<file path="config.mk">
export PLATFORM = sky130hd
export DESIGN_NAME = branch_predictor
export DESIGN_NICKNAME = d
export VERILOG_FILES = /design/src/rtl/branch_predictor.sv
export SDC_FILE = /design/constraint.sdc
export NUM_CORES = 2
export LEC_CHECK = 0
export ABC_CLOCK_PERIOD_IN_PS = 22000
export BUFFER_PORTS_ARGS = -buffer_cell sky130_fd_sc_hd__buf_4
export CORE_MARGIN = 3
export CORE_UTILIZATION = 35
export DETAILED_ROUTE_END_ITERATION = 10
export PLACE_DENSITY_LB_ADDON = 0.08
export SETUP_SLACK_MARGIN = 0.02
export SLEW_MARGIN = 25
export SYNTH_ARGS = -nofsm -noshare
export SYNTH_HDL_FRONTEND = slang
export SYNTH_SLANG_ARGS = --single-unit
</file>
<file path="constraint.sdc">
create_clock -name clk -period 22 [get_ports clk]
set_clock_uncertainty 0.05 [all_clocks]
set_input_delay 3.3 -clock clk [delete_from_list [all_inputs] [get_ports clk]]
set_output_delay 3.3 -clock clk [all_outputs]
set_load 0.01 [all_outputs]
</file>
<file path="src/rtl/branch_predictor.sv">
module branch_predictor #(
  parameter int AW = 32,
  parameter int IW = 6,
  parameter int DW = 20
) (
  input  logic          clk,
  input  logic          rst,
  input  logic [AW-1:0] pc,
  input  logic [2:0]    kind,
  input  logic [DW-1:0] disp,
  input  logic          ret_valid,
  input  logic [AW-1:0] ret_pc,
  input  logic [2:0]    ret_kind,
  input  logic          ret_taken,
  input  logic [AW-1:0] ret_target,
  output logic          tbl_hit,
  output logic          pred_valid,
  output logic          pred_taken,
  output logic [AW-1:0] pred_target
);

  localparam int N  = 1 << IW;
  localparam int TW = AW - IW;

  localparam logic [2:0] K_COND = 3'd0;
  localparam logic [2:0] K_JMP  = 3'd1;
  localparam logic [2:0] K_CALL = 3'd2;
  localparam logic [2:0] K_RET  = 3'd3;

  logic [N-1:0]  vld;
  logic [TW-1:0] tag_q [N];
  logic [AW-1:0] tgt_q [N];
  logic [1:0]    ctr_q [N];

  logic [IW-1:0] lk_idx, rt_idx;
  logic [TW-1:0] lk_tag, rt_tag;
  logic          lk_far, rt_far, rt_hit, rt_we;
  logic [AW-1:0] static_tgt;
  logic [1:0]    rt_ctr, nxt_ctr;

  assign lk_idx = pc[IW-1:0];
  assign lk_tag = pc[AW-1:IW];
  assign rt_idx = ret_pc[IW-1:0];
  assign rt_tag = ret_pc[AW-1:IW];

  assign lk_far = kind[2] & (kind[1] | kind[0]);
  assign rt_far = ret_kind[2] & (ret_kind[1] | ret_kind[0]);

  assign tbl_hit    = vld[lk_idx] && (tag_q[lk_idx] == lk_tag);
  assign static_tgt = pc + {{(AW-DW){disp[DW-1]}}, disp};

  always_comb begin
    pred_valid  = 1'b0;
    pred_taken  = 1'b0;
    pred_target = static_tgt;
    if (tbl_hit) begin
      pred_valid  = !lk_far;
      pred_taken  = (kind == K_RET) ? 1'b1 : ctr_q[lk_idx][1];
      pred_target = tgt_q[lk_idx];
    end else begin
      case (kind)
        K_COND: begin
          pred_valid = 1'b1;
          pred_taken = disp[DW-1];
        end
        K_JMP, K_CALL: begin
          pred_valid = 1'b1;
          pred_taken = 1'b1;
        end
        default: begin
          pred_valid = 1'b0;
          pred_taken = (kind == K_RET);
        end
      endcase
    end
  end

  assign rt_we  = ret_valid && !rt_far;
  assign rt_hit = vld[rt_idx] && (tag_q[rt_idx] == rt_tag);
  assign rt_ctr = ctr_q[rt_idx];

  always_comb begin
    if (!rt_hit)
      nxt_ctr = ret_taken ? 2'd2 : 2'd1;
    else if (ret_taken)
      nxt_ctr = (rt_ctr == 2'd3) ? 2'd3 : rt_ctr + 2'd1;
    else
      nxt_ctr = (rt_ctr == 2'd0) ? 2'd0 : rt_ctr - 2'd1;
  end

  always_ff @(posedge clk) begin
    if (rst)
      vld <= '0;
    else if (rt_we)
      vld[rt_idx] <= 1'b1;
  end

  always_ff @(posedge clk) begin
    if (rt_we && !rst) begin
      tag_q[rt_idx] <= rt_tag;
      tgt_q[rt_idx] <= ret_target;
      ctr_q[rt_idx] <= nxt_ctr;
    end
  end

endmodule


</file>
; Word level (Yosys, flattened, before mapping)
; Memories as Yosys holds them, arrays and structs flattened.
; Cells that the tools add are included.
[classes]
n_div = 0
n_bitwise = 5
shift = 0
magnitude_cmp = 3
addsub = 3
mul = 0
n_eq_ne = 6
muxes = 19
reduce_logical = 12
[ops]
columns = operator, n
row1 = $or A64 B64 Y64, 1
row2 = $eq A26 B26 Y1, 2
row3 = $add A32 B32 Y32, 1
row4 = $mux W32, 1
row5 = $lt A6 B7 Y1 const B, 2
row6 = $bmux W1 S6, 2
row7 = $mux W2, 5
row8 = $mux W1, 9
row9 = $demux W1 S6, 1
row10 = $eq A3 B2 Y1 const B, 2
row11 = $ge A6 B1 Y1 const B, 1
row12 = $logic_and A1 B1 Y1, 5
row13 = $eq A3 B1 Y1 const B, 1
row14 = $logic_not A1 Y1, 3
row15 = $logic_not A3 Y1, 1
row16 = $reduce_or A3 Y1, 1
row17 = $add A2 B1 Y2 const B, 1
row18 = $and A1 B1 Y1, 2
row19 = $eq A2 B2 Y1 const B, 1
row20 = $logic_not A2 Y1, 1
row21 = $or A1 B1 Y1, 2
row22 = $pmux W1 S2, 1
row23 = $reduce_or A2 Y1, 1
row24 = $sub A2 B1 Y2 const B, 1
[totals]
n_memories = 3
ram_bits = 3840
latchBits = 0
ff_bits = 64
out_inout_bits = 35
in_bits = 126
mem_bits_ro = 0
[memory_table]
columns = name, depth, width, rd, rd_ports_with_merged_regs, wr, line_no
row1 = tgt_q, 64, 32, 1, 0, 1, 32  ; logic [AW-1:0] tgt_q [N];
row2 = tag_q, 64, 26, 2, 0, 1, 31  ; logic [TW-1:0] tag_q [N];
row3 = ctr_q, 64, 2, 2, 0, 1, 33  ; logic [1:0] ctr_q [N];

; Logic depth before layout (Yosys ltp)
[depth]
depth_word = 7
mapped_depth = 18
mapped_depth_nobuf = 13

; Worst setup path after synthesis
; OpenSTA, ideal clock, no wires.
[synth_path]
path_type = in2out
startpoint = in pc[0]
endpoint = out pred_target[17]
arrival_time_ps = 6724
slack_ps = 11926
cell_stages = 11
path_cell_list = buf_6 -> buf_4 -> buf_6 -> buf_4 -> buf_4 -> buf_4 -> buf_1 -> mux4_2 -> mux4_2 -> mux4_2 -> mux2_1
[synth_via]
elab_chain_len = 4
[synth_rtl]
columns = item, line_no
row1 = from (decl), 8  ; input logic [AW-1:0] pc,
row2 = $mem_v2 Z64 W26 or $bmux W1 S6 (tied branches), -
row3 = $eq A26 B26 Y1 or $mux W1 (tied branches), 49  ; assign tbl_hit = vld[lk_idx] && (tag_q[lk_idx] == lk_tag);
row4 = $logic_and A1 B1 Y1, 49
row5 = $mux W32 (*), 56  ; if (tbl_hit) begin
row6 = to (decl), 19  ; output logic [AW-1:0] pred_target
; Mark *: on every way between the ends. The rest lies on a longest branch, timed or not. The select of a mux whose other input is x is not followed.

; Worst setup path after layout
[layout_path]
startpoint = in pc[0]
endpoint = out pred_target[24]
; The elaborated chain is that of the path after synthesis.

==> results.md <==
* Setup bufs post-CTS at 0
* CTS tree: done
* Number of buffer cells added on primary ports at 160
* Reported max-cap violation count at 0
* Area of the placeable core at 472300 um2
* Via count of the first global-routing pass at 98370
* Data arrival time of the critical path at 10.63 ns
* Number of pins with negative max-slew slack in the final report at 0
* Required @ worst endpoint at 18.65 ns
* Worst Setup Slack post-DPL at 7.844 ns
* Number of design rule violations left after detail routing at 0
* Largest cells by area after synthesis: sky130_fd_sc_hd__edfxtp_1, sky130_fd_sc_hd__mux4_2, sky130_fd_sc_hd__mux2i_1
* Hold crit path type: register to register
* Total half-perimeter wirelength after legalization and detailed placement at 421100 um
* Average cell area after synthesis at 19.45 um2
* Fill cell total of the finished layout at 41960
* Via density per instance at 6.652
* Level count of the clock H-tree at 5
* Worst setup path category: primary input to output pin
* Layout cells sized above 1 at 28.56%
* Final setup TNS at 0 ns
* Series of cell instances along the critical path: buf_16 > buf_12 > buf_12 > buf_12 > mux4_2 > a22o_1 > a31o_2 > or4_1 > o211ai_1 > o21ai_0 > nor4_1 > nand4_4 > buf_12 > mux2_4 > buf_4
* Worst vdd ir at 0.06301 mV
* Gpl congestion at 0.8963
* Switching Share at 23.86%
* Stage delay of the slowest cell on the critical path at 0.98 ns
* Worst hold slack across all endpoints at 0.4439 ns
* Clock share of power at 43.3%
* Slowest cell on crit path: sky130_fd_sc_hd__nor4_1
* Maximum fanout along the worst path at 88
* Number of iterations in the first detailed-routing pass at 6
* Flip-flop cell with the highest count after synthesis: sky130_fd_sc_hd__edfxtp_1
* Count of synthesis-stage warnings from yosys at 0
* Library cells used by synthesis at 93
* Clock insertion delay at the later pin of the skew report at 1.05 ns
* Leakage power figure at 0.05981 uW
* Maximum number of pins on one net before global-route repair at 112
* Inserted Clock Buffers at 433
* Net total in the final layout at 9039
* Highest clock frequency the design can meet at 0.07153 GHz
* Global-route wire length before repair at 980400 um
* Clk sink count at 3904
* Most used standard cells in the synthesized netlist: sky130_fd_sc_hd__edfxtp_1, sky130_fd_sc_hd__mux4_2, sky130_fd_sc_hd__mux2i_1, sky130_fd_sc_hd__clkbuf_1, sky130_fd_sc_hd__a22oi_1
* Initial cell density of the core at 35.21%
* Portion of total power attributed to combinational logic at 7.8%
* Share of the synthesized area in the top cell type at 69.33%
* Area of the die at 483500 um2
* Transition time at the pin with the least slew margin at 1.245 ns
* Post-detailed-routing wire length at 753300 um
* Post-synth net total at 8711
* Initial antenna violation count at 110
* Final ANT Viol Nets at 0
* Slack of the critical path at 8.020 ns
* Number of enable flip-flop cells after synthesis at 3840
* Share of the core filled with cells at 40.39%
* Register area share after synthesis at 70.10%
* Sort of element at the end of the critical path: output pin
* Worst rel slew slack at 16.25%
* Detailed-route via count at 103300
* Biggest area consumer among synthesized cells: sky130_fd_sc_hd__edfxtp_1
* Cell Rows at 252
* Clock Path Buffers at 4
* Final Hold Fails at 0
* Number of instances in the synthesized netlist at 8553
* RSZ-0062 raised after global routing: no
* Growth of design area from synthesis to finish at 14.69%
* Post-CTS resize count at 0
* Fraction of power consumed by sequential logic at 48.8%
* Net Switching at 4004 uW
* I/O pins at 161
* Drt initial violations at 17950
* Flip-flop and latch count after synthesis at 3904
* Crit path top cell by count: sky130_fd_sc_hd__buf_12
* Die span in x at 695.4 um
* Cell chosen for the clock root: sky130_fd_sc_hd__clkbuf_16
* Congestion Overflow GR at 0
* Setup-violating endpoint count in the final report at 0
* Post-cts hold buffer count at 0
* Type of origin of the critical path: primary input
* Internal Dissipation at 12780 uW
* Die height at 695.4 um
* Final min period at 13.98 ns
* Outcome: finished, final reports clean
* WL per Instance at 48.53 um
* Cell area after technology mapping at 166300 um2
* Worst-path clk slew at 0.05 ns
* PD cells at 87.97 nW/um2
* Post-route fraction of the period consumed by the critical path at 63.54%
* Async set-reset flop share out of synthesis at 0%
* Most common cell in the netlist: sky130_fd_sc_hd__edfxtp_1
* Aggregate global-route resource usage at 30.52%
[metrics by stage]
stage / area (um2) / instances / power [uW]
floorplan: 166300 / 8553 / 8999
global placement: 176300 / 14660 / 9631
detailed placement: 176700 / 14670 / 9639
CTS: 190600 / 15460 / 16850
global route: 190600 / 15470 / 17200
finish: 190800 / 15520 / 16780
[sequential cells by signal (all words and copies together), names as in the netlist]
name,count
ctr_q,128
vld,64
tgt_q,2048
tag_q,1664
[power by group through the flow]
stage / clock, uW / combinational [uW] / sequential, uW
floorplan: 0 / 650 / 8350
global placement: 0 / 1280 / 8350
detailed placement: 0 / 1290 / 8350
CTS: 7370 / 1290 / 8190
global route: 7660 / 1340 / 8190
finish: 7270 / 1310 / 8190
[layer usage]
layer	global-route usage, %	share of wire, %
met1	42.28	40
met2	45.92	44
met3	7.494	11
met4	12.88	4.8
met5	0	0.026
[final timing paths]
| kind | startpoint | end | slack [ns] | cells after the start |
|---|---|---|---|---|
| worst max-delay path | pc[0] | pred_target[24] | 8.02 | 15 |
| worst min-delay path | vld[40]$_SDFFE_PP0P_ | vld[40]$_SDFFE_PP0P_ | 0.44 | 2 |
| worst min register to register | vld[40]$_SDFFE_PP0P_ | vld[40]$_SDFFE_PP0P_ | 0.44 | 2 |
| worst max register to register | tag_q[29][23]$_DFFE_PP_ | ctr_q[45][0]$_DFFE_PP_ | 16.49 | 11 |
[area by class of cell]
class	count	area [um2]	area share [%]
flip-flops and latches	3904	116600	61.12
multi-input cells	3943	47400	24.85
clock buffers	544	11400	5.975
well taps	6223	7786	4.082
repair buffers	512	4588	2.405
clock inverters	247	2486	1.303
inverters	87	352.8	0.1850
diodes	64	160.2	0.08395
[logic make-up after synthesis]
group / count (synthesis) / synth area share [%]
flops: 3904 / 70.10
buf+inv: 706 / 1.957
fa+ha+maj: 32 / 0.2452
simple gates: 814 / 2.486
xor+xnor: 63 / 0.3317
compound gates: 1311 / 5.779
mux: 1723 / 19.10
[layout by cell type, fill, tap and decap left out, types with 179 or more instances in the layout]
| master | n |
|---|---|
| sky130_fd_sc_hd__mux4_2 | 1137 |
| sky130_fd_sc_hd__a221oi_1 | 196 |
| sky130_fd_sc_hd__a22oi_1 | 293 |
| sky130_fd_sc_hd__o22ai_1 | 179 |
| sky130_fd_sc_hd__mux2_2 | 206 |
| sky130_fd_sc_hd__edfxtp_1 | 3840 |
| sky130_fd_sc_hd__clkbuf_16 | 438 |
| sky130_fd_sc_hd__nand2_1 | 235 |
| sky130_fd_sc_hd__mux2i_1 | 370 |
| sky130_fd_sc_hd__buf_4 | 452 |
[critical path: cells and delay by family]
kind / cells / cell delay (ns)
buffers and inverters: 6 / 2.72
multiplexers: 2 / 0.95
AO/OA/AOI/OAI: 4 / 1.08
AND/OR/NAND/NOR: 3 / 2.03
Power figures use the tool's default switching activity.
